**src/rtl/bwc_pkg.sv**
```systemverilog
package bwc_pkg;

    typedef enum logic [1:0] {
        SZ_BYTE = 2'b00,
        SZ_HALF = 2'b01,
        SZ_WORD = 2'b10,
        SZ_RSVD = 2'b11
    } acc_size_e;

    typedef enum logic [1:0] {
        RC_FAST  = 2'd0,
        RC_VIDEO = 2'd1,
        RC_EWRAM = 2'd2,
        RC_CART  = 2'd3
    } region_class_e;

    typedef struct packed {
        logic force_ns;
    } track_s;

endpackage

```
**src/rtl/bwc_region_decode.sv**
```systemverilog
module bwc_region_decode
    import bwc_pkg::*;
(
    input  logic [3:0]    region_i,
    output region_class_e class_o,
    output logic [1:0]    bank_o
);

    always_comb begin
        unique case (region_i)
            4'h0, 4'h1, 4'h3, 4'h4, 4'h7: class_o = RC_FAST;
            4'h5, 4'h6:                   class_o = RC_VIDEO;
            4'h2:                         class_o = RC_EWRAM;
            default:                      class_o = RC_CART;
        endcase
        // pairs of regions share a bank: 8/9, A/B, C/D, E/F
        bank_o = region_i[2:1];
    end

endmodule

```
**src/rtl/bwc_cart_cost.sv**
```systemverilog
module bwc_cart_cost #(
    parameter int NUM_WS = 3,
    parameter int WAIT_W = 4,
    parameter int CYC_W  = 6
) (
    input  logic [1:0]             bank_i,
    input  logic                   seq_i,
    input  logic                   page_zero_i,
    input  logic                   is_word_i,
    input  logic [NUM_WS*WAIT_W-1:0] n_waits_i,
    input  logic [NUM_WS*WAIT_W-1:0] s_waits_i,
    input  logic [WAIT_W-1:0]      save_wait_i,
    output logic [CYC_W-1:0]       cost_o
);

    localparam int NB = 4;

    logic [WAIT_W-1:0] n_tab [NB];
    logic [WAIT_W-1:0] s_tab [NB];

    for (genvar g = 0; g < NB; g++) begin : g_bank
        if (g < NUM_WS) begin : g_rom
            assign n_tab[g] = n_waits_i[g*WAIT_W +: WAIT_W];
            assign s_tab[g] = s_waits_i[g*WAIT_W +: WAIT_W];
        end else begin : g_save
            assign n_tab[g] = save_wait_i;
            assign s_tab[g] = save_wait_i;
        end
    end

    logic              res_seq;
    logic [WAIT_W-1:0] sel_n, sel_s, base;

    always_comb begin
        sel_n   = n_tab[bank_i];
        sel_s   = s_tab[bank_i];
        res_seq = seq_i && !page_zero_i;
        base    = res_seq ? sel_s : sel_n;
        cost_o  = CYC_W'(base) + (is_word_i ? CYC_W'(sel_s) : CYC_W'(0));
    end

endmodule

```
**src/rtl/bwc_ns_tracker.sv**
```systemverilog
module bwc_ns_tracker
    import bwc_pkg::*;
(
    input  logic clk_i,
    input  logic rst_ni,
    input  logic acc_i,
    input  logic store_i,
    input  logic idle_i,
    output logic force_ns_o
);

    track_s trk_d, trk_q;

    always_comb begin
        trk_d = trk_q;
        if (idle_i)     trk_d.force_ns = 1'b1;
        else if (acc_i) trk_d.force_ns = store_i;
    end

    always_ff @(posedge clk_i or negedge rst_ni) begin
        if (!rst_ni) trk_q <= '0;
        else         trk_q <= trk_d;
    end

    assign force_ns_o = trk_q.force_ns;


    a_r8_idle_sets: assert property (@(posedge clk_i) disable iff (!rst_ni)
        idle_i |=> force_ns_o);

    a_r9_store_sets: assert property (@(posedge clk_i) disable iff (!rst_ni)
        (acc_i && store_i && !idle_i) |=> force_ns_o);

    a_r10_access_clears: assert property (@(posedge clk_i) disable iff (!rst_ni)
        (acc_i && !store_i && !idle_i) |=> !force_ns_o);
    a_r10_hold: assert property (@(posedge clk_i) disable iff (!rst_ni)
        (!acc_i && !idle_i) |=> $stable(force_ns_o));

endmodule

```
**src/rtl/bus_wait_calc.sv**
```systemverilog
module bus_wait_calc
    import bwc_pkg::*;
#(
    parameter int ADDR_W = 32,
    parameter int NUM_WS = 3,
    parameter int WAIT_W = 4,
    parameter int EW_W   = 4,
    parameter int CYC_W  = 6
) (
    input  logic                     clk_i,
    input  logic                     rst_ni,
    input  logic [ADDR_W-1:0]        addr_i,
    input  logic [1:0]               size_i,
    input  logic                     seq_i,
    input  logic                     acc_i,
    input  logic                     store_i,
    input  logic                     idle_i,
    input  logic [EW_W-1:0]          ewram_wait_i,
    input  logic [NUM_WS*WAIT_W-1:0] rom_n_wait_i,
    input  logic [NUM_WS*WAIT_W-1:0] rom_s_wait_i,
    input  logic [WAIT_W-1:0]        save_wait_i,
    output logic [CYC_W-1:0]         cycles_o
);

    localparam int EW_SPAN = 1 << EW_W;

    logic [3:0]      region;
    region_class_e   rclass;
    logic [1:0]      bank;
    logic            is_word, page_zero, force_ns, eff_seq;
    logic [CYC_W-1:0] cart_cost, ew_cost;
    logic            unused_addr;

    assign region      = addr_i[27:24];
    assign page_zero   = (addr_i[16:1] == '0);
    assign unused_addr = ^{addr_i[ADDR_W-1:28], addr_i[23:17], addr_i[0]};
    assign is_word     = (size_i == SZ_WORD);

    bwc_region_decode u_dec (
        .region_i (region),
        .class_o  (rclass),
        .bank_o   (bank)
    );

    bwc_ns_tracker u_trk (
        .clk_i      (clk_i),
        .rst_ni     (rst_ni),
        .acc_i      (acc_i),
        .store_i    (store_i),
        .idle_i     (idle_i),
        .force_ns_o (force_ns)
    );

    assign eff_seq = seq_i && !force_ns;

    bwc_cart_cost #(
        .NUM_WS (NUM_WS),
        .WAIT_W (WAIT_W),
        .CYC_W  (CYC_W)
    ) u_cart (
        .bank_i      (bank),
        .seq_i       (eff_seq),
        .page_zero_i (page_zero),
        .is_word_i   (is_word),
        .n_waits_i   (rom_n_wait_i),
        .s_waits_i   (rom_s_wait_i),
        .save_wait_i (save_wait_i),
        .cost_o      (cart_cost)
    );

    always_comb begin
        ew_cost = CYC_W'(EW_SPAN) - CYC_W'(ewram_wait_i);
        if (is_word) ew_cost = ew_cost << 1;
        unique case (rclass)
            RC_FAST:  cycles_o = CYC_W'(1);
            RC_VIDEO: cycles_o = is_word ? CYC_W'(2) : CYC_W'(1);
            RC_EWRAM: cycles_o = ew_cost;
            default:  cycles_o = cart_cost;
        endcase
    end


    a_r2_fast_one: assert property (@(posedge clk_i) disable iff (!rst_ni)
        (acc_i && (addr_i[27:24] inside {4'h0, 4'h1, 4'h3, 4'h4, 4'h7}))
        |-> cycles_o == CYC_W'(1));

    a_r3_video: assert property (@(posedge clk_i) disable iff (!rst_ni)
        (acc_i && (addr_i[27:24] inside {4'h5, 4'h6}))
        |-> cycles_o == ((size_i == 2'b10) ? CYC_W'(2) : CYC_W'(1)));

    a_r4_ewram_word_even: assert property (@(posedge clk_i) disable iff (!rst_ni)
        (acc_i && addr_i[27:24] == 4'h2 && size_i == 2'b10) |-> !cycles_o[0]);

    a_r4_ewram_nonzero: assert property (@(posedge clk_i) disable iff (!rst_ni)
        (acc_i && addr_i[27:24] == 4'h2) |-> cycles_o != '0);

endmodule

```
**config.mk**
```make
export PLATFORM = sky130hd
export DESIGN_NAME = bus_wait_calc
export DESIGN_NICKNAME = d
export VERILOG_FILES = /design/src/rtl/bwc_pkg.sv /design/src/rtl/bwc_region_decode.sv /design/src/rtl/bwc_cart_cost.sv /design/src/rtl/bwc_ns_tracker.sv /design/src/rtl/bus_wait_calc.sv
export SDC_FILE = /design/constraint.sdc
export NUM_CORES = 1
export LEC_CHECK = 0
export BUFFER_PORTS_ARGS = -buffer_cell sky130_fd_sc_hd__buf_2
export CAP_MARGIN = 20
export CORE_MARGIN = 3
export CORE_UTILIZATION = 34
export CTS_CLUSTER_DIAMETER = 60
export DETAILED_ROUTE_END_ITERATION = 10
export MAX_ROUTING_LAYER = met4
export PLACE_DENSITY = 0.8
export SYNTH_ARGS = -nofsm -noshare
export SYNTH_HDL_FRONTEND = slang
export SYNTH_SLANG_ARGS = --single-unit
```
**constraint.sdc**
```tcl
create_clock -name clk_i -period 2.09 [get_ports clk_i]
set_input_delay 0 -clock clk_i [delete_from_list [all_inputs] [get_ports clk_i]]
set_output_delay 0 -clock clk_i [all_outputs]
set_load 0.02 [all_outputs]
```
# After elaboration in Yosys (flattened, before gate mapping)
# Memories as Yosys holds them, arrays and structs flattened.
# Cells that the tools add are included.
# W data, S select, Z words.
[op_classes] eq_ne=3 magnitude_cmp=1 muxes=14 reduce_logical=7 bitwise_logic=1 n_addsub=2
[ops] op="$mux W4" n=6
[ops] op="$pmux W6 S3" n=1
[ops] op="$bmux W4 S2" n=2
[ops] op="$logic_not A16 Y1" n=1
[ops] op="$add A4 B6 Y6" n=1
[ops] op="$mux W6" n=1
[ops] op="$sub A5 B4 Y6 const A" n=1
[ops] op="$eq A2 B2 Y1 const B" n=2
[ops] op="$mux W2" n=2
[ops] op="$ge A3 B3 Y1 const B" n=1
[ops] op="$not A2 Y3" n=1
[ops] op="$eq A2 B1 Y1 const B" n=1
[ops] op="$logic_and A1 B1 Y1" n=2
[ops] op="$logic_not A1 Y1" n=2
[ops] op="$logic_not A2 Y1" n=1
[ops] op="$mux W1" n=2
[ops] op="$reduce_bool A2 Y1" n=1
[word_totals] regBits=1 inputBits=72 memories=1 mem_bits_ro=16 out_inout_bits=6
[mem_list] memory="(name not given)" words=8 width=2 read_ports=1 rd_clocked_by_memory_dff=0 write_ports=0 line="bwc_region_decode.sv:10" text="unique case (region_i)"

# Depth between registers and ports, before layout
# Gate-level depths: netlist (run 1).
[logic_depth] word_depth=7 ltp_mapped=10 depth_no_buf=10

# Modules after synthesis
# Synthesis (run 1) repeated with hierarchy kept, for this count alone.
[unflattened] hier_cells=102 area_unflattened_um2=792.0
[by_module_without_submodules] module="bwc_cart_cost" area_each_um2=464.2 seq_area_each_um2=0.0 instances=1 cells_per_inst=53
[by_module_without_submodules] module="bus_wait_calc" area_each_um2=237.7 seq_area_each_um2=0.0 instances=1 cells_per_inst=39
[by_module_without_submodules] module="bwc_region_decode" area_each_um2=50.0 seq_area_each_um2=0.0 instances=1 cells_per_inst=7
[by_module_without_submodules] module="bwc_ns_tracker" area_each_um2=40.0 seq_area_each_um2=25.0 instances=1 cells_per_inst=3

# Least setup slack after synthesis (run 1)
# Ideal clock, no wire load.
[synth_path] path_type="reg-to-output" from="register u_trk.trk_q, in the netlist u_trk.force_ns_o" to="output cycles_o[4]" path_stages_with_launch=11 slack_ns=-0.243 t_arrival_ns=2.333 t_required_ns=2.090 cell_sequence="dfrtp_1 > nand2b_1 > a41oi_2 > mux2_2 > ha_1 > inv_1 > fa_1 > nor2b_1 > o21a_1 > o21ai_0 > a21boi_0"
[synth_between] elab_chain_cells=6
[synth_lines] item="start: declaration" line="bwc_ns_tracker.sv:12" text="track_s trk_d, trk_q;"
[synth_lines] item="start signal: assignment" line="bwc_ns_tracker.sv:22" text="else trk_q <= trk_d;"
[synth_lines] item="$logic_not A1 Y1" line="bus_wait_calc.sv:54" text="assign eff_seq = seq_i && !force_ns;"
[synth_lines] item="$logic_and A1 B1 Y1" line="bus_wait_calc.sv:54"
[synth_lines] item="$logic_and A1 B1 Y1" line="bwc_cart_cost.sv:37" text="res_seq = seq_i && !page_zero_i;"
[synth_lines] item="$mux W4" line="bwc_cart_cost.sv:38" text="base = res_seq ? sel_s : sel_n;"
[synth_lines] item="$add A4 B6 Y6" line="bwc_cart_cost.sv:39" text="cost_o = CYC_W'(base) + (is_word_i ? CYC_W'(sel_s) : CYC_W'(0));"
[synth_lines] item="$pmux W6 S3" line="bus_wait_calc.sv:74" text="unique case (rclass)"
[synth_lines] item="end: declaration" line="bus_wait_calc.sv:22" text="output logic [CYC_W-1:0] cycles_o"
# No other way between the ends.

# Worst setup path in the final report (run 1)
# Same ends and word-level chain as after synthesis.

==> flow_metrics.py, run 1 <==
metrics = {
    "sta": {
        "hold_viol_final": 0,
        "fin_hold_ws_ns": 0.197,
        "clock.fmax_mhz": 476,
        "post-route-period-util_pct": 101,
        "rsz0062_at_grt": "true",
        "tightest_slew_ns": 0.411,
        "skew_ns": 0,
        "min_period_ns": 2.10,
        "slew_violations": 0,
        "setup_ws_ns": -0.0114,
        "final-setup-viol-count": 1,
        "slew_headroom_pct": 72.6,
    },
    "hold_path": {
        "holdCritStartpoint": "idle_i",
        "hold_path.class": "in -> reg",
    },
    "worst_setup_path": {
        "r2r-start": "u_trk.force_ns_o$_DFFE_PN0P_",
        "cp_max_fo": 4,
        "required_ns": 2.09,
        "path_cells": "nand2b_4 > a41oi_4 > mux2_4 > ha_1 > nor2b_1 > o21a_1 > o21ai_2 > a21boi_2 > buf_4",
        "cp_data_arrival_time_ns": 2.10,
        "max_stage_delay_ns": 0.35,
        "critPathTopFamily": "compound AO/OA/AOI/OAI gates",
        "cp.buffers_inverters": 1,
        "r2r_slack_ns": 1.23,
        "startpoint": "u_trk.force_ns_o$_DFFE_PN0P_",
        "worst-setup-path-type": "reg -> out",
        "cp-start-kind": "flop",
        "critPathSlowestCell": "dfrtp_1",
        "end_kind": "primary output",
    },
    "detailed_routing": {
        "wl_mm": 2.28,
        "wl_per_cell_um": 13.5,
        "drtAntennaViolNets": 0,
        "drtIter0Drc": 1,
        "first_pass_iters": 4,
        "vias": 865,
        "vias_per_cell": 5.12,
        "post-route-drc-count": 0,
    },
    "final_layout": {
        "area_growth_pct": 72.8,
        "multi_input_area_um2": 742,
        "largest_reg_flops": 1,
        "fin_nets": 225,
        "final-seq-area_um2": 25.0,
        "fillers": 168,
        "layout-drive-gt1-share_pct": 70.1,
        "antennaDiodeCount": 0,
        "mostFrequentLayoutCells": "buf_2 (61), buf_4 (9), mux4_2 (8), nor2b_1 (5)",
        "mostFrequentLayoutCell": "buf_2",
    },
    "placed_design": {
        "gp_congestion": 0.858,
        "io_buffers": 65,
        "dpl.hpwl_mm": 1.95,
    },
    "run_status": {
        "status": "complete, but fails checks",
        "violations": "setup timing",
    },
    "synthesis": {
        "ys_ff_latch": 1,
        "synth_cell_type_count": 31,
        "synthCells": 76,
        "ys_warn_count": 0,
        "syn_area_um2": 703,
        "syn_nets": 155,
        "syn_avg_cell_area_um2": 9.25,
        "ys_seq_area_share_pct": 3.56,
    },
    "clock_network": {
        "clk-insertion-delay-late_ns": 0,
        "path_clk_slew_ns": 0,
    },
    "pwr": {
        "leakage_nw": 0.582,
        "vdd_ir_drop_max_mv": 0.150,
        "p_total_mw": 0.306,
        "power_density_nw_per_um2": 252,
    },
    "global_route": {
        "antenna_found_initial": 0,
        "grt_pass1_wl_mm": 3.82,
        "grt_max_degree": 11,
        "track_usage_pct": 18.6,
        "overflow": 0,
        "grt_pass1_vias": 919,
    },
    "floorplan": {
        "start_util_pct": 38.2,
        "coreArea_um2": 1840,
        "rows": 15,
        "die_area_um2": 2650,
        "die_y_um": 51.5,
        "io_pins": 78,
        "dieWidth_um": 51.5,
    },
    "flow_run": {
        "drv_cap": 0,
    },
}
==> worst paths after layout <==
kind                                                end  cells after the start
min                        u_trk.force_ns_o$_DFFE_PN0P_                      2
max reg2reg                u_trk.force_ns_o$_DFFE_PN0P_                      2
max                                         cycles_o[4]                      9
max in group asynchronous  u_trk.force_ns_o$_DFFE_PN0P_                      2
min reg2reg                u_trk.force_ns_o$_DFFE_PN0P_                      2
min in group asynchronous  u_trk.force_ns_o$_DFFE_PN0P_                      2
==> through the flow <==
step           std cells  util, %  setup TNS, ns  setup WS (ns)  instance area [µm²]
2_1_floorplan         76        -        -0.0144        -0.0144                  711
3_3_place_gp         168     59.2         -0.255         -0.123                 1090
3_5_place_dp         168     59.2         -0.423         -0.160                 1090
4_1_cts              169     64.8        -0.0104        -0.0104                 1190
5_1_grt              169     66.1         -0.271        -0.0945                 1210
6_report             169     66.1        -0.0114        -0.0114                 1210
==> Yosys cell counts <==
cell type	count	area, µm²
mux4_2	8	180
ha_1	6	75.1
a21oi_1	5	25.0
inv_1	5	18.8
mux2_2	5	56.3
nor2b_1	5	31.3
nor4_1	5	31.3
nand2b_1	4	25.0
o21ai_0	4	20.0
and2_1	3	18.8
xnor2_1	3	26.3
clkbuf_1	2	7.51
nand2_1	2	7.51
nor2_1	2	7.51
a211o_1	1	8.76
a21boi_0	1	7.51
a21o_1	1	7.51
a221oi_1	1	8.76
a22o_1	1	8.76
a31oi_1	1	6.26
a41oi_2	1	16.3
buf_2	1	5.00
buf_6	1	11.3
dfrtp_1	1	25.0
fa_1	1	20.0
inv_2	1	3.75
mux2i_2	1	13.8
nor3_1	1	5.00
o21a_1	1	7.51
o2bb2ai_1	1	8.76
xor2_1	1	8.76
==> worst reg2reg max path, stage by stage, from the launching register on <==
cell     delay, ns
dfrtp_1       0.35
nor2b_1       0.13
a211o_1       0.26
==> final cells by class <==
| type | instances | area share [%] |
|---|---|---|
| Multi-Input combinational cell | 65 | 61.1 |
| Tap cell | 25 | 2.57 |
| Inverter | 6 | 1.85 |
| Timing Repair Buffer | 72 | 32.4 |
| Sequential cell | 1 | 2.06 |
==> what timing repair did <==
item	in CTS	in global routing
gates cloned	0	0
hold buffers	1	0
hold endpoints to repair	1	0
setup endpoints to repair	4	4
gates resized for setup	21	3
setup buffers	0	0
pin swaps	5	6
==> kinds of logic after synthesis <==
family                     Yosys count  share of synthesized area (%)
muxes                               14                           35.6
AOI/OAI and AO/OA                   18                           17.8
adders and majority gates            7                           13.5
DFF                                  1                           3.56
and+or+nand+nor                     22                           18.0
buffers and inverters               10                           6.58
xor gates and xnor gates             4                           4.98
==> metal layers <==
layer / vias up / track usage, % / share of wire [%]
li1: 429 / - / -
met1: 412 / 23.4 / 41
met2: 24 / 34.7 / 55
met3: 0 / 0.583 / 4.1
met4: 0 / 0.437 / 0
met5: - / - / 0
==> power breakdown <==
group          internal, mW  switching [mW]
logic                 0.161           0.123
clock network             0               0
registers            0.0210        0.000570
total                 0.182           0.124
Power figures use the tool's default switching activity.
==> run 2, diff against run 1 <==
Settings changed: ABC_AREA from default to 1, CORE_UTILIZATION 34 to 37, PLACE_DENSITY 0.8 to 0.79.
==> run 2 against run 1 <==
Cell count increased by 60%. The run now ends clean. Critical path depth increased by 3. Total power decreased by 14%. Worst hold slack improved by 0.038 ns. Highest routed layer unchanged. Wire length increased by 4.4%. Worst setup slack improved by 0.19 ns. First-iteration DRC count increased to 13 times the previous value. Sequential share of layout area decreased by 0.052 points. Final area increased by 2.6%. Combinational power decreased by 15%. Synthesized cell count increased by 140%.
==> flow_metrics.py, run 2 <==
metrics = {
    "run_status": {
        "status": "finished clean",
    },
    "final_layout": {
        "multi_input_area_um2": 724,
        "mostFrequentLayoutCell": "nand2_1",
        "final-seq-area_um2": 25.0,
        "fin_util_pct": 55.8,
        "fin_nets": 324,
        "fillers": 264,
        "antennaDiodeCount": 0,
        "layout-drive-gt1-share_pct": 32.1,
        "mostFrequentLayoutCells": "nand2_1 (71), buf_2 (64), inv_1 (22), nor2_1 (19), nand3_1 (17)",
        "largest_reg_flops": 1,
        "area_growth_pct": 41.3,
    },
    "worst_setup_path": {
        "required_ns": 2.09,
        "cp_max_fo": 5,
        "cp_data_arrival_time_ns": 1.91,
        "cp-start-kind": "flop",
        "worst-setup-path-type": "reg -> out",
        "end_kind": "primary output",
    },
    "pwr": {
        "vdd_ir_drop_max_mv": 0.178,
        "p_total_mw": 0.263,
        "power_density_nw_per_um2": 211,
        "leakage_nw": 0.794,
    },
    "synthesis": {
        "synth_edf_count": 0,
        "yosys-top-cells-area": "nand2_1 (31%), nand3_1 (9.6%), inv_1 (9.4%), ha_1 (8.5%), nor2_1 (8.5%)",
        "syn_avg_cell_area_um2": 4.93,
        "syn_nets": 258,
        "yosysTopAreaCell": "nand2_1",
        "syn_area_um2": 882,
        "synth_top_area_share_pct": 30.6,
        "ys_async_sr_fraction_pct": 100,
        "synth.most_common_cell": "nand2_1",
        "ys.flop_type": "dfrtp_1",
        "ys_warn_count": 0,
        "synthCells": 179,
        "ys_ff_latch": 1,
        "synth_cell_type_count": 25,
        "ys_seq_area_share_pct": 2.84,
        "synth_commonest_cells": "nand2_1 (72), inv_1 (22), nor2_1 (20)",
    },
    "floorplan": {
        "start_util_pct": 39.5,
        "rows": 17,
        "coreArea_um2": 2230,
        "io_pins": 78,
        "die_y_um": 54.8,
        "dieWidth_um": 54.8,
        "die_area_um2": 3010,
    },
    "sta": {
        "min_period_ns": 1.91,
        "post-route-period-util_pct": 91.4,
        "slew_headroom_pct": 78.2,
        "final-setup-viol-count": 0,
        "skew_ns": 0,
        "rsz0062_at_grt": "false",
        "hold_viol_final": 0,
        "setup_tns_ns": 0,
        "slew_violations": 0,
        "clock.fmax_mhz": 524,
        "tightest_slew_ns": 0.325,
    },
    "placed_design": {
        "dpl.hpwl_mm": 2.04,
        "io_buffers": 65,
        "gp_congestion": 0.838,
    },
    "detailed_routing": {
        "wl_mm": 2.38,
        "post-route-drc-count": 0,
        "first_pass_iters": 4,
        "drtAntennaViolNets": 0,
        "wl_per_cell_um": 8.79,
        "drtIter0Drc": 13,
        "vias_per_cell": 4.65,
        "vias": 1260,
    },
    "global_route": {
        "overflow": 0,
        "antenna_found_initial": 0,
        "grt_pass1_wl_mm": 3.53,
        "track_usage_pct": 15.4,
        "grt_max_degree": 19,
        "grt_pass1_vias": 950,
    },
    "hold_path": {
        "hold_path.class": "in -> reg",
    },
    "flow_run": {
        "drv_cap": 0,
    },
    "clock_network": {
        "path_clk_slew_ns": 0,
        "clk-insertion-delay-late_ns": 0,
        "cts_setup_buffers": 0,
    },
}
-- run 2: cell types whose count changed after synthesis, sizes merged, moves of 6 or more --
cell	change
nor2	+19
nand2	+72
mux4	-8
inv	+19
nand3	+18
a21oi	+6
-- run 2: final cells by class --
type	count	share of cell area (%)
Inverter	25	8.13
Multi-Input combinational cell	148	58.1
Tap cell	28	2.81
Timing Repair Buffer	69	28.9
Sequential cell	1	2.01
-- run 2: path summary, 6_finish.rpt --
path                                           endpoint  depth (start not counted)                         start  slack, ns
max                                         cycles_o[4]                         12  u_trk.force_ns_o$_DFFE_PN0P_       0.18
min                        u_trk.force_ns_o$_DFFE_PN0P_                          3                        idle_i       0.24
max reg2reg                u_trk.force_ns_o$_DFFE_PN0P_                          2  u_trk.force_ns_o$_DFFE_PN0P_       1.37
min reg2reg                u_trk.force_ns_o$_DFFE_PN0P_                          2  u_trk.force_ns_o$_DFFE_PN0P_       0.62
max in group asynchronous  u_trk.force_ns_o$_DFFE_PN0P_                          2                        rst_ni       1.70
min in group asynchronous  u_trk.force_ns_o$_DFFE_PN0P_                          2                        rst_ni       0.30
-- run 2: logic make-up after synthesis --
kind of cell | Yosys count | share of synthesized area, %
simple gates | 119 | 56.3
xor+xnor | 1 | 0.993
flops | 1 | 2.84
buf+inv | 30 | 16.2
compound gates | 21 | 12.9
fa+ha+maj | 7 | 10.8
-- run 2: critical path: stages, from the launching register on --
cell     delay [ns]
dfrtp_1        0.39
nor2_4         0.18
nand3_1        0.09
nand2_1        0.07
ha_1           0.16
inv_1          0.05
fa_1           0.37
inv_1          0.10
nand2_1        0.06
a21oi_1        0.11
o21ai_0        0.10
nand3_1        0.07
buf_2          0.16
-- run 2: power breakdown --
part	total, mW	switching, mW	leakage, nW	internal [mW]
registers	0.0224	0.00137	0.0102	0.0210
logic	0.241	0.133	0.784	0.108
clock network	0	0	0	0
total	0.263	0.134	0.794	0.129
-- run 2: timing repair --
item,in CTS,in global routing
hold buffers,1,0
endpoints found under the hold margin,1,0
setup endpoints to repair,0,4
resized for setup,0,7
-- run 2: stage by stage --
| step | setup slack (ns) | hold slack, ns | instances | cell area [µm²] |
|---|---|---|---|---|
| after floorplan | 0.157 | -0.296 | 179 | 882 |
| after global placement | 0.111 | -0.225 | 270 | 1220 |
| after detailed placement | 0.0971 | -0.225 | 270 | 1220 |
| after CTS | 0.0849 | 0.205 | 271 | 1230 |
| after global routing | 0.0211 | 0.267 | 271 | 1250 |
| final | 0.181 | 0.236 | 271 | 1250 |
-- run 2: per-layer routing --
layer / vias to the layer above / track usage (%) / part of all wire (%)
li1: 692 / - / -
met1: 525 / 19.0 / 42
met2: 43 / 29.5 / 49
met3: 0 / 0 / 9.6
met4: 0 / 0 / 0
met5: - / - / 0
